===== src/rtl/ptr_addr_pkg.sv =====
package ptr_addr_pkg;

  typedef enum logic [2:0] {
    MOD_ADD      = 3'd0,
    MOD_SUB      = 3'd1,
    MOD_PRE_INC  = 3'd2,
    MOD_PRE_DEC  = 3'd3,
    MOD_POST_INC = 3'd4,
    MOD_POST_DEC = 3'd5
  } mod_e;

  typedef enum logic [1:0] {
    AM_LIN   = 2'd0,
    AM_CIRC0 = 2'd1,
    AM_CIRC1 = 2'd2,
    AM_RSVD  = 2'd3
  } amode_e;

endpackage


===== src/rtl/ptr_mode_dec.sv =====
module ptr_mode_dec
  import ptr_addr_pkg::*;
#(
  parameter int RIDX_W       = 5,
  parameter int PTR_LO       = 4,
  parameter int PTR_PER_SIDE = 4,
  localparam int SLOTS       = 2 * PTR_PER_SIDE,
  localparam int FIELD_BITS  = 2 * SLOTS
) (
  input  logic                  side_i,
  input  logic [RIDX_W-1:0]     reg_idx_i,
  input  logic [FIELD_BITS-1:0] fields_i,
  output amode_e                mode_o
);

  logic [SLOTS-1:0] hit;
  logic [1:0]       sel [SLOTS];

  for (genvar s = 0; s < SLOTS; s++) begin : g_slot
    localparam logic         SLOT_SIDE = (s >= PTR_PER_SIDE);
    localparam int           SLOT_REG  = PTR_LO + (s % PTR_PER_SIDE);
    assign hit[s] = (side_i == SLOT_SIDE) && (int'(reg_idx_i) == SLOT_REG);
    assign sel[s] = hit[s] ? fields_i[2*s +: 2] : 2'b00;
  end

  always_comb begin
    logic [1:0] acc;
    acc = 2'b00;
    for (int s = 0; s < SLOTS; s++) acc = acc | sel[s];
    mode_o = amode_e'(acc);
  end

  // at most one slot can match a register
  always_comb a_r8_one_slot: assert ($onehot0(hit));

endmodule


===== src/rtl/ptr_off_scale.sv =====
module ptr_off_scale #(
  parameter int AW    = 32,
  parameter int IMM_W = 5
) (
  input  logic [AW-1:0]    off_reg_i,
  input  logic [IMM_W-1:0] imm_i,
  input  logic             use_imm_i,
  input  logic [1:0]       size_i,
  output logic [AW-1:0]    scaled_o
);

  logic [AW-1:0] raw;

  assign raw      = use_imm_i ? {{(AW-IMM_W){1'b0}}, imm_i} : off_reg_i;
  assign scaled_o = raw << size_i;

endmodule


===== src/rtl/ptr_wrap_add.sv =====
module ptr_wrap_add #(
  parameter int AW   = 32,
  parameter int BK_W = 5
) (
  input  logic [AW-1:0]   base_i,
  input  logic [AW-1:0]   delta_i,
  input  logic            sub_i,
  input  logic            circ_i,
  input  logic [BK_W-1:0] bk_n_i,
  output logic [AW-1:0]   result_o
);

  logic [AW-1:0] mask;
  logic [AW-1:0] sum;

  // block of 2^(N+1) bytes: bits N..0 wrap
  always_comb begin
    for (int i = 0; i < AW; i++)
      mask[i] = !circ_i || (i <= int'(bk_n_i));
  end

  assign sum      = sub_i ? (base_i - delta_i) : (base_i + delta_i);
  assign result_o = (base_i & ~mask) | (sum & mask);

endmodule


===== src/rtl/ptr_addr_gen.sv =====
module ptr_addr_gen
  import ptr_addr_pkg::*;
#(
  parameter int AW           = 32,
  parameter int RIDX_W       = 5,
  parameter int IMM_W        = 5,
  parameter int BK_W         = 5,
  parameter int PTR_LO       = 4,
  parameter int PTR_PER_SIDE = 4,
  parameter int MW_W         = 32
) (
  input  logic              clk_i,
  input  logic              rst_ni,
  input  logic              valid_i,
  input  logic              side_i,
  input  logic [RIDX_W-1:0] reg_idx_i,
  input  logic [AW-1:0]     base_i,
  input  logic [AW-1:0]     off_reg_i,
  input  logic [IMM_W-1:0]  imm_i,
  input  logic              use_imm_i,
  input  logic [1:0]        size_i,
  input  logic [2:0]        mod_i,
  input  logic [MW_W-1:0]   mode_word_i,
  output logic              valid_o,
  output logic [AW-1:0]     addr_o,
  output logic [AW-1:0]     base_new_o,
  output logic              wb_en_o,
  output logic              rsvd_mode_o
);

  localparam int SLOTS      = 2 * PTR_PER_SIDE;
  localparam int FIELD_BITS = 2 * SLOTS;
  localparam int BK0_LSB    = FIELD_BITS;
  localparam int BK1_LSB    = FIELD_BITS + BK_W;
  localparam int USED_BITS  = BK1_LSB + BK_W;

  amode_e          mode;
  logic [BK_W-1:0] bk_n;
  logic            circ;
  logic [AW-1:0]   scaled;
  logic [AW-1:0]   moved;
  logic            is_pre, is_post, is_sub;
  logic [AW-1:0]   addr_d, base_d;

  logic unused_mw_hi;
  assign unused_mw_hi = ^mode_word_i[MW_W-1:USED_BITS];

  ptr_mode_dec #(
    .RIDX_W      (RIDX_W),
    .PTR_LO      (PTR_LO),
    .PTR_PER_SIDE(PTR_PER_SIDE)
  ) u_dec (
    .side_i   (side_i),
    .reg_idx_i(reg_idx_i),
    .fields_i (mode_word_i[FIELD_BITS-1:0]),
    .mode_o   (mode)
  );

  ptr_off_scale #(.AW(AW), .IMM_W(IMM_W)) u_scale (
    .off_reg_i(off_reg_i),
    .imm_i    (imm_i),
    .use_imm_i(use_imm_i),
    .size_i   (size_i),
    .scaled_o (scaled)
  );

  assign circ = (mode == AM_CIRC0) || (mode == AM_CIRC1);
  assign bk_n = (mode == AM_CIRC1) ? mode_word_i[BK1_LSB +: BK_W]
                                   : mode_word_i[BK0_LSB +: BK_W];

  assign is_pre  = (mod_i == MOD_PRE_INC)  || (mod_i == MOD_PRE_DEC);
  assign is_post = (mod_i == MOD_POST_INC) || (mod_i == MOD_POST_DEC);
  assign is_sub  = (mod_i == MOD_SUB) || (mod_i == MOD_PRE_DEC) ||
                   (mod_i == MOD_POST_DEC);

  ptr_wrap_add #(.AW(AW), .BK_W(BK_W)) u_add (
    .base_i  (base_i),
    .delta_i (scaled),
    .sub_i   (is_sub),
    .circ_i  (circ),
    .bk_n_i  (bk_n),
    .result_o(moved)
  );

  assign addr_d = is_post ? base_i : moved;
  assign base_d = (is_pre || is_post) ? moved : base_i;

  always_ff @(posedge clk_i or negedge rst_ni) begin
    if (!rst_ni) begin
      valid_o     <= 1'b0;
      addr_o      <= '0;
      base_new_o  <= '0;
      wb_en_o     <= 1'b0;
      rsvd_mode_o <= 1'b0;
    end else begin
      valid_o     <= valid_i;
      wb_en_o     <= valid_i && (is_pre || is_post);
      rsvd_mode_o <= valid_i && (mode == AM_RSVD);
      if (valid_i) begin
        addr_o     <= addr_d;
        base_new_o <= base_d;
      end
    end
  end

  a_r1_latency: assert property (@(posedge clk_i) disable iff (!rst_ni)
    valid_i |=> valid_o);
  a_r1_idle: assert property (@(posedge clk_i) disable iff (!rst_ni)
    !valid_o |-> (!wb_en_o && !rsvd_mode_o));
  a_r3_no_wb: assert property (@(posedge clk_i) disable iff (!rst_ni)
    (valid_i && !is_pre && !is_post) |=> (!wb_en_o && base_new_o == $past(base_i)));
  a_r4_pre_addr: assert property (@(posedge clk_i) disable iff (!rst_ni)
    (valid_i && is_pre) |=> (wb_en_o && addr_o == base_new_o));
  a_r5_post_addr: assert property (@(posedge clk_i) disable iff (!rst_ni)
    (valid_i && is_post) |=> (wb_en_o && addr_o == $past(base_i)));
  a_r7_no_rsvd: assert property (@(posedge clk_i) disable iff (!rst_ni)
    (valid_i && (int'(reg_idx_i) < PTR_LO || int'(reg_idx_i) >= PTR_LO + PTR_PER_SIDE))
      |=> !rsvd_mode_o);

endmodule


===== config.mk =====
export PLATFORM = sky130hd
export DESIGN_NAME = ptr_addr_gen
export DESIGN_NICKNAME = d
export VERILOG_FILES = /design/src/rtl/ptr_addr_pkg.sv /design/src/rtl/ptr_mode_dec.sv /design/src/rtl/ptr_off_scale.sv /design/src/rtl/ptr_wrap_add.sv /design/src/rtl/ptr_addr_gen.sv
export SDC_FILE = /design/constraint.sdc
export NUM_CORES = 1
export LEC_CHECK = 0
export BUFFER_PORTS_ARGS = -buffer_cell sky130_fd_sc_hd__buf_2
export CELL_PAD_IN_SITES_DETAIL_PLACEMENT = 1
export CELL_PAD_IN_SITES_GLOBAL_PLACEMENT = 2
export CORE_ASPECT_RATIO = 1.2
export CORE_MARGIN = 10
export CORE_UTILIZATION = 28
export CTS_CLUSTER_DIAMETER = 120
export CTS_CLUSTER_SIZE = 24
export DETAILED_ROUTE_END_ITERATION = 10
export PLACE_DENSITY_LB_ADDON = 0.1
export SYNTH_ARGS = -nofsm -noshare
export SYNTH_HDL_FRONTEND = slang
export SYNTH_SLANG_ARGS = --single-unit

===== constraint.sdc =====
create_clock -name clk_i -period 1.1 [get_ports clk_i]
set_clock_uncertainty 0.2 [all_clocks]
set_input_delay 0.165 -clock clk_i [delete_from_list [all_inputs] [get_ports clk_i]]
set_output_delay 0.165 -clock clk_i [all_outputs]
set_load 0.005 [all_outputs]

* Word level (Yosys, flattened, before mapping)
Cells that the tools add are included.
** Word-level totals
- Input port bits :: 116
- Logic and storage cells :: 124
- Bits in registers :: 67
** Cells by class
- Shift-type cells :: 1
- $add $sub $neg :: 2
- Mux-type cells :: 13
- Equality and inequality tests :: 12
- Order comparisons :: 31
- Bitwise operators :: 12
- Reduce and logical (&&, ||, !) cells :: 48
** Operators by type and width (number)
- 32-bit two-way mux :: 4
- 5-bit <= comparator, first input constant :: 16
- 32-bit bitwise AND :: 2
- 4-bit by 5-bit <= comparator with 1-bit output, first input constant :: 8
- 1-bit logical OR :: 37
- 32-bit adder :: 1
- 32-bit NOT :: 1
- 32-bit OR :: 1
- 32-bit by 2-bit left shift with 32-bit output :: 1
- 32-bit subtractor :: 1
- 5-bit by 4-bit == test with 1-bit output, second input constant :: 4
- 3-bit by 5-bit <= comparator with 1-bit output, first input constant :: 4
- 2-bit two-way mux :: 8
- 2-bit OR :: 7
- 2-bit by 5-bit <= comparator with 1-bit output, first input constant :: 2
- 1-bit logical AND :: 10
- 3-bit by 2-bit == test with 1-bit output, second input constant :: 2
- 3-bit == test, second input constant :: 2
- 1-bit by 5-bit <= comparator with 1-bit output, first input constant :: 1
- 5-bit two-way mux :: 1
- 2-bit == test, second input constant :: 2
- 3-bit by 1-bit == test with 1-bit output, second input constant :: 1
- 2-bit by 1-bit == test with 1-bit output, second input constant :: 1
- 1-bit logical NOT :: 1
- 1-bit NOT :: 1

* Logic depth before layout (Yosys ltp)
Gate-level depths: netlist of the first run.
- Depth in word-level cells :: 18
- Gate-level depth with buffers :: 26

* Hierarchy
A second synthesis of the first run with hierarchy kept.
** Unflattened totals
- Cells, all modules :: 881
- Area total of the unflattened synthesis :: 7505.9 sq um
** Modules (own cells, without submodules)
- ptr_addr_gen :: cells each 294, sequential area each 1676.6 sq um, times used 1, area an instance 3191.8 sq um
- ptr_wrap_add :: cells each 487, sequential area each 0.0 sq um, times used 1, area an instance 3123.0 sq um
- ptr_off_scale :: cells each 92, sequential area each 0.0 sq um, times used 1, area an instance 1053.5 sq um
- ptr_mode_dec :: cells each 8, sequential area each 0.0 sq um, times used 1, area an instance 137.6 sq um

* Worst setup path before layout of the first run
OpenSTA, ideal clock, no wires.
- Kind :: input to register
- Start :: input port size_i[1]
- End :: register addr_o[31]
- Data required time :: 0.771 ns
- Data arrival time :: 5.063 ns
- Stages :: 22
- Setup slack :: -4.292 ns
- Cells stage by stage :: clkbuf_1 buf_1 clkbuf_1 buf_1 or3_1 ha_1 nand2_1 a21oi_1 a31oi_1 nor2_1 a21oi_1 o32a_1 o22a_1 ha_1 nand3_1 o2111a_1 nand2_1 or3_1 a311o_1 xor2_1 mux2i_1 a2111o_1
** Between the ends
- Cells in the longest elaborated chain, start to end :: 6
- Elaborated cells on any way between the ends :: 7
- Classes of those cells :: add/sub (2); shift (1); mux (2); bitwise (2)
** RTL lines
- start, declared :: line ptr_addr_gen.sv:21 : input logic [1:0] size_i,
- 32-bit by 2-bit left shift with 32-bit output (*) :: line ptr_off_scale.sv:15 : assign scaled_o = raw << size_i;
- 32-bit adder / 32-bit subtractor (equally long branches) :: line ptr_wrap_add.sv:22 : assign sum = sub_i ? (base_i - delta_i) : (base_i + delta_i);
- 32-bit two-way mux (*) :: line ptr_wrap_add.sv:22
- 32-bit bitwise AND (*) :: line ptr_wrap_add.sv:23 : assign result_o = (base_i & ~mask) | (sum & mask);
- 32-bit OR (*) :: line ptr_wrap_add.sv:23
- 32-bit two-way mux (*) :: line ptr_addr_gen.sv:85 : assign addr_d = is_post ? base_i : moved;
- end signal, assigned :: line ptr_addr_gen.sv:100 : addr_o <= addr_d;
- end, declared :: line ptr_addr_gen.sv:25 : output logic [AW-1:0] addr_o,
Mark *: on every way between the ends. The rest lies on a longest branch, timed or not.
A chain may end at the register's enable or synchronous reset.

* Final worst setup path of the first run
- Start :: input port use_imm_i
- End :: register addr_o[31]
** Between the ends
- Cells in the longest elaborated chain, start to end :: 7
- Elaborated cells on any way between the ends :: 8
- Classes of those cells :: add/sub (2); shift (1); mux (3); bitwise (2)
** RTL lines
- start, declared :: line ptr_addr_gen.sv:20 : input logic use_imm_i,
- 32-bit two-way mux (*) :: line ptr_off_scale.sv:14 : assign raw = use_imm_i ? {{(AW-IMM_W){1'b0}}, imm_i} : off_reg_i;
- 32-bit by 2-bit left shift with 32-bit output (*) :: line ptr_off_scale.sv:15
- 32-bit adder / 32-bit subtractor (equally long branches) :: line ptr_wrap_add.sv:22
- 32-bit two-way mux (*) :: line ptr_wrap_add.sv:22
- 32-bit bitwise AND (*) :: line ptr_wrap_add.sv:23
- 32-bit OR (*) :: line ptr_wrap_add.sv:23
- 32-bit two-way mux (*) :: line ptr_addr_gen.sv:85
Marks and branches as above.

==> results of run 1 <==
metal layers:
layer  track usage (%)  share of wire [%]
met1              24.2                 44
met2              34.0                 51
met3              2.48                3.7
met4              4.29                1.6
met5                 0                  0
synth_stat cells, types with 3 or more instances:
| cell | instances | share of area [%] |
|---|---|---|
| a211oi_1 | 22 | 2.2 |
| a21o_1 | 23 | 2.3 |
| a21oi_1 | 97 | 6.6 |
| a221oi_1 | 6 | 0.71 |
| a31oi_1 | 19 | 1.6 |
| a41oi_1 | 4 | 0.47 |
| and2_1 | 8 | 0.68 |
| and3_1 | 11 | 0.93 |
| and4_1 | 3 | 0.36 |
| buf_1 | 4 | 0.20 |
| buf_2 | 5 | 0.34 |
| clkbuf_1 | 43 | 2.2 |
| dfrtp_1 | 67 | 23 |
| ha_1 | 34 | 5.8 |
| inv_1 | 25 | 1.3 |
| mux2_2 | 13 | 2.0 |
| mux2i_1 | 48 | 6.5 |
| mux4_1 | 7 | 2.5 |
| mux4_2 | 7 | 2.1 |
| nand2_1 | 130 | 6.6 |
| nand2b_1 | 18 | 1.5 |
| nand3_1 | 27 | 1.8 |
| nor2_1 | 126 | 6.4 |
| nor2b_1 | 13 | 1.1 |
| nor3_1 | 12 | 0.81 |
| o211ai_1 | 10 | 1.0 |
| o21a_1 | 11 | 1.1 |
| o21ai_0 | 63 | 4.3 |
| o21bai_1 | 3 | 0.30 |
| o221ai_1 | 6 | 0.71 |
| o22a_1 | 3 | 0.36 |
| o22ai_1 | 6 | 0.51 |
| o2bb2ai_1 | 5 | 0.59 |
| o31a_1 | 3 | 0.36 |
| o32a_1 | 3 | 0.41 |
| or2_2 | 5 | 0.42 |
| or3_1 | 12 | 1.0 |
| xnor2_1 | 26 | 3.1 |
| xor2_1 | 22 | 2.6 |
per-stage QoR:
stage	hold WS (ns)	util, %
2_1_floorplan	-0.331	-
3_3_place_gp	-0.178	42.7
3_5_place_dp	-0.179	42.7
4_1_cts	-0.00806	48.0
5_1_grt	0.0263	51.9
6_report	-0.0126	51.9
flip-flops by register name, indices dropped and copies added (netlist names):
name / count
base_new_o: 32
addr_o: 32
rsvd_mode_o: 1
valid_o: 1
wb_en_o: 1
worst max path at each step:
stage	from	to	slack, ns
finish	use_imm_i	addr_o[31]	-3.18
global route	use_imm_i	addr_o[31]	-3.34
CTS	use_imm_i	base_new_o[31]	-3.15
detailed placement	use_imm_i	base_new_o[31]	-3.79
global placement	use_imm_i	base_new_o[31]	-3.72
floorplan	size_i[0]	addr_o[31]	-3.56
power breakdown:
part	internal [W]	switching, W	total, W
Clock	0.00178	0.00124	0.00302
Sequential	0.00306	0.000321	0.00338
Combinational	0.00566	0.00513	0.0108
Total	0.0105	0.00669	0.0172
layout by cell type, fill, tap and decap left out, types with 10 or more instances in the layout:
cell,instances
clkbuf_16,10
o21a_1,11
buf_4,352
nor3_1,10
o21ai_0,35
a21oi_2,23
a211oi_2,14
xnor2_1,13
mux2_2,11
a21oi_1,69
mux2i_1,38
inv_1,21
ha_1,28
xor2_1,16
o21ai_2,16
nor2_1,109
nand2b_1,17
dfrtp_1,67
a31oi_1,12
buf_6,53
o211ai_1,10
nand3_1,17
a21o_1,23
nor2_4,10
nand2_1,117
buf_12,10
buf_2,168
area by class of cell:
class                           count  area (µm²)  share of cell area (%)
Clock buffer                       10         229                    1.68
Clock inverter                      6        72.6                   0.534
Inverter                           26         105                   0.773
Multi-Input combinational cell    832        6700                    49.3
Sequential cell                    67        1680                    12.3
Tap cell                          335         419                    3.08
Timing Repair Buffer              591        4390                    32.3
what timing repair did:
| item | 4_1_cts | 5_1_grt |
|---|---|---|
| resized for setup | 140 | 152 |
| hold endpoints to repair | 71 | 0 |
| setup buffers | 62 | 52 |
| pin swaps | 93 | 106 |
| gates cloned | 1 | 1 |
| setup endpoints to repair | 133 | 133 |
| hold buffers | 4 | 0 |
worst max-delay path, cell delays in order:
cell	delay, ns
buf_12	0.09
mux4_2	0.52
or2_4	0.29
nor3_4	0.14
and4_4	0.26
and2_4	0.15
buf_6	0.10
nand2_1	0.05
nor2_1	0.12
o22ai_1	0.08
a32oi_1	0.23
ha_1	0.34
a31oi_4	0.21
o21ai_2	0.09
nor2b_2	0.17
or3_4	0.39
a311o_1	0.31
xor2_2	0.17
mux2i_1	0.14
a2111o_1	0.29
cells by family (layout without fill, tap and decap cells):
kind of cell,after synthesis,count (layout),synth area share [%]
AOI/OAI and AO/OA,301,301,25.7
and+or+nand+nor,373,373,22.6
DFF,67,67,22.7
muxes,75,75,13.1
adders and majority gates,35,35,6.03
buffers and inverters,79,633,4.20
xor gates and xnor gates,48,48,5.69
==> reports/qor.csv, run 1 <==
metric,value,unit
status,"finished, violations left",
violations,"hold timing, setup timing",
ys_seq_area_share,22.7,%
start_util,28.2,%
dp_slack,-3.79,ns
syn_avg_cell_area,7.56,µm²
pwr_density_cell,1260,nW/µm²
ctsLongestPathBuffers,2,
worst_slew_pin_slew,0.631,ns
n_antenna_cell,0,
fp-row-count,65,
rsz0062_at_grt,yes,
antenna_found_initial,0,
synthArstFlopShare,100,%
io_buffers,176,
finalHoldViolations,5,
cts_made_buffers,9,
slew_headroom,57.5,%
dp_cells,1746,
r2r-end,addr_o[31],
end_kind,flip-flop,
p_leak,6.46,nW
htree_num_levels,3,
max_freq,233,MHz
dpl_cell_area,11200,µm²
cts_sinks,67,
gp_congestion,0.861,
grt_usage,19.2,%
grt_pass1_wl,52.8,mm
vdd_ir_drop_max,0.000792,V
cp.arrival,4.32,ns
hp-class,in -> async,
fillers,3155,
ys_ff_latch,67,
yosysWarnings,0,
syn_area,7390,µm²
drt_pass1_iterations,4,
fin_area,13600,µm²
rr_worst_depth,2,
clkSlewWorstSetupHoldPaths,0.06,ns
syn_to_final_growth,83.9,%
overflow,0,
ios,183,
clockRootBuffer,clkbuf_16,
start_kind,primary input,
worstSetupPathType,in -> reg,
nNetsFinal,1678,
synth_edf_count,0,
cp_data_required_time,1.13,ns
regToRegStartpoint,addr_o[31],
die_area,33300,µm²
synth_flop_cell,dfrtp_1,
postSynthNetCount,1129,
rrSetupSlack,-0.16,ns
fin_crit_sh,390,%
vias_per_cell,5.02,
antenna_left,0,
tns,-176.70,ns
post-dp-hpwl,26.7,mm
drt-initial-drc-count,367,
power,0.0172,W
stdcell_count,1867,
cap_viol_max_count,0,
clock_latency,0.35,ns
die-width,168,µm
coreArea,26200,µm²
drc,0,
drive_gt1_share,54.1,%
slew_viol_final,0,
vias,9370,
ys_types,61,
timing.final.crit_period,4.28,ns
wl_per_cell,18.4,µm
holdWs,-0.0126,ns
grt_max_degree,37,
grt_pass1_vias,10077,
cp_max_fo,5,
finalSetupViolCount,132,
fin_ws,-3.18,ns
wl,34.4,mm
cts_tree,done,
fp.dieH,198,µm
synth_cells,978,
Power figures use the tool's default switching activity.
==> run 2: changes to the inputs <==
Settings changed: ABC_AREA set to 1, CORE_UTILIZATION 28 to 26, SYNTH_HIERARCHICAL set to 1.
==> run 2 against run 1 <==
  * The run ends with setup timing left
  * Register-to-register slack better by 0.21 ns
  * Worst setup slack better by 0.88 ns
  * Power up 14%
==> reports/qor.csv, run 2 <==
metric,value,unit,change
fp.dieH,222,µm,was 198 µm
synth_flop_cell,dfrtp_1,,unchanged
ios,183,,unchanged
grt_max_degree,38,,was 37
antenna_found_initial,0,,unchanged
slew_headroom,56.9,%,was 57.5%
r2r-end,addr_o[6],,was addr_o[31]
grt_pass1_wl,67.3,mm,was 52.8 mm
seqPwrFrac,16.7,%,was 19.7%
reg_top3,"addr_o: 32 flops, base_new_o: 32 flops",,unchanged
vias,11707,,was 9370
clockRootBuffer,clkbuf_16,,unchanged
die-width,188,µm,was 168 µm
max_stage_delay,0.37,ns,was 0.52 ns
hp-class,in -> async,,unchanged
clkSlewWorstSetupHoldPaths,0.05,ns,was 0.06 ns
p_switching,0.00847,W,was 0.00669 W
yosysTopAreaCellShare,27.5,%,was 22.7%
seqCellArea,1680,µm²,unchanged
cp_max_fo,6,,was 5
vias_per_cell,4.58,,was 5.02
crit_top_cell,nand2_4,,
cts_sinks,67,,unchanged
coreArea,33300,µm²,was 26200 µm²
gp_congestion,0.892,,was 0.861
overflow,0,,unchanged
rsz0062_at_grt,yes,,unchanged
pwr_density_cell,1200,nW/µm²,was 1260 nW/µm²
violations,setup timing,,"was hold timing, setup timing"
htree_num_levels,3,,unchanged
post-dp-hpwl,34.7,mm,was 26.7 mm
final_common_cell,nand2_1,,was buf_4
cp.arrival,3.44,ns,was 4.32 ns
wl_per_cell,17.0,µm,was 18.4 µm
wl,43.4,mm,was 34.4 mm
syn_to_final_growth,84.3,%,was 83.9%
ys_ff_latch,67,,unchanged
internal_power,0.0111,W,was 0.0105 W
start_util,26.5,%,was 28.2%
finalSetupViolCount,132,,unchanged
ctsLongestPathBuffers,2,,unchanged
p_leak,8.67,nW,was 6.46 nW
synth_cells,1583,,was 978
crit_family,simple AND/OR/NAND/NOR gates,,unchanged
ys_seq_area_share,19.0,%,was 22.7%
drive_gt1_share,54.5,%,was 54.1%
ys_types,47,,was 61
dp_slack,-3.26,ns,was -3.79 ns
cp_data_required_time,1.13,ns,about the same
multiInputGateArea,8370,µm²,was 6700 µm²
max_freq,294,MHz,was 233 MHz
worst_slew_pin_slew,0.641,ns,was 0.631 ns
grt_usage,19.8,%,was 19.2%
regToRegStartpoint,addr_o[6],,was addr_o[31]
antenna_left,0,,unchanged
pwr-share-clk,16.5,%,was 17.5%
dp_cells,2412,,was 1746
path_buf_inv,7,,was 2
grt_pass1_vias,12744,,was 10077
die_area,41800,µm²,was 33300 µm²
status,"finished, violations left",,unchanged
power.share.switching,43.3,%,was 38.9%
yosysWarnings,6,,was 0
rr_worst_depth,4,,was 2
rrSetupSlack,0.05,ns,was -0.16 ns
drt_pass1_iterations,4,,unchanged
cp_slowest_cell,ha_2,,was mux4_2
io_buffers,176,,unchanged
synthTopCellsByCount,"nand2_1 (647), inv_1 (240), nand3_1 (197)",,"was nand2_1 (130), nor2_1 (126), a21oi_1 (97)"
synthArstFlopShare,100,%,unchanged
cap_viol_max_count,0,,unchanged
postSynthNetCount,1734,,was 1129
stdcell_count,2556,,was 1867
clock_latency,0.34,ns,was 0.35 ns
drc,0,,unchanged
cts_tree,done,,unchanged
timing.final.crit_period,3.41,ns,was 4.28 ns
synth_top_area_cell,nand2_1,,was dfrtp_1
vdd_ir_drop_max,0.000517,V,was 0.000792 V
synth_edf_count,0,,unchanged
fin_ws,-2.31,ns,was -3.18 ns
most-common-layout-cells,"nand2_1 (453), buf_4 (311), buf_2 (169), inv_1 (151), nand2_2 (148)",,"was buf_4 (352), buf_2 (168), nand2_1 (117), nor2_1 (109), a21oi_1 (69)"
fillers,4269,,was 3155
fp-row-count,73,,was 65
synthTopCellsByArea,"nand2_1 (28%), dfrtp_1 (19%), nand3_1 (11%)",,"was dfrtp_1 (23%), nand2_1 (6.6%), a21oi_1 (6.6%)"
synth.most_common_cell,nand2_1,,unchanged
drt-initial-drc-count,503,,was 367
syn_area,8830,µm²,was 7390 µm²
end_kind,flip-flop,,unchanged
start_kind,primary input,,unchanged
slew_viol_final,0,,unchanged
combPwrFrac,66.8,%,was 62.8%
nNetsFinal,2252,,was 1678
fin_crit_sh,310,%,was 390%
cts_made_buffers,9,,unchanged
worstSetupPathType,in -> reg,,unchanged
finalHoldViolations,0,,was 5
syn_avg_cell_area,5.58,µm²,was 7.56 µm²
n_antenna_cell,0,,unchanged
[run 2: worst max path at each step]
| stage | slack [ns] | from | end | cells past startpoint |
|---|---|---|---|---|
| after floorplan | -2.16 | use_imm_i | addr_o[25] | 31 |
| after global placement | -3.25 | size_i[0] | addr_o[25] | 29 |
| after detailed placement | -3.26 | size_i[0] | addr_o[25] | 29 |
| after CTS | -2.18 | size_i[0] | addr_o[20] | 32 |
| after global routing | -2.58 | size_i[0] | addr_o[29] | 32 |
| final | -2.31 | size_i[0] | addr_o[15] | 28 |
[run 2: final cells by class]
| class | count | area share (%) |
|---|---|---|
| inverter | 249 | 6.19 |
| multi-input combinational | 1216 | 51.4 |
| tap | 450 | 3.46 |
| timing repair inverter | 2 | 0.177 |
| clock buffer | 12 | 1.58 |
| clock inverter | 4 | 0.446 |
| sequential | 67 | 10.3 |
| timing repair buffer | 556 | 26.4 |
[run 2: power groups by stage]
stage	logic, W	clock network [W]	registers (W)
floorplan	0.00503	0	0.00333
finish	0.0131	0.00323	0.00326
global placement	0.00907	0	0.00329
CTS	0.0115	0.00330	0.00326
global route	0.0143	0.00340	0.00333
detailed placement	0.00921	0	0.00331
[run 2: worst reg2reg max path: cells and delay by family, from the launching register on]
| family | cells | cell delay (ns) |
|---|---|---|
| AND/OR/NAND/NOR | 2 | 0.12 |
| flip-flops | 1 | 0.38 |
| buffers and inverters | 2 | 0.25 |
[run 2: routing by layer]
metal / global-route usage, % / share of wire (%) / vias to the layer above
met4: 5.79 / 2.3 / 0
li1: - / - / 5930
met3: 2.12 / 2.3 / 51
met5: 0 / 0 / -
met2: 37.5 / 54 / 171
met1: 22.6 / 42 / 5555
[run 2: kinds of logic (layout without fill, tap and decap cells)]
logic type | after synthesis | in the layout | synth area share [%]
XOR/XNOR | 41 | 41 | 4.07
buffers and inverters | 300 | 823 | 14.0
flip-flops | 67 | 67 | 19.0
multiplexers | 9 | 9 | 1.15
adder cells (fa/ha/maj) | 35 | 35 | 5.04
AND/OR/NAND/NOR | 1037 | 1037 | 50.6
AO/OA/AOI/OAI | 94 | 94 | 6.12
[run 2: stage by stage]
step	power (W)	cell area [µm²]	hold WS, ns	setup TNS [ns]	util (%)
floorplan	0.00836	9260	-0.331	-119.25	-
global placement	0.0124	12500	-0.158	-163.76	37.6
detailed placement	0.0125	12500	-0.155	-167.09	37.6
CTS	0.0181	15000	0.0168	-129.20	45.0
global route	0.0211	16300	0.0378	-148.45	48.8
finish	0.0196	16300	0.0240	-133.16	48.8
[run 2: timing repair]
item / in CTS / in global routing
setup buffers: 80 / 47
pin swaps: 150 / 220
endpoints found under the hold margin: 69 / 0
cloned: 5 / 0
gates resized for setup: 408 / 256
hold buffers: 3 / 0
setup endpoints to repair: 132 / 132
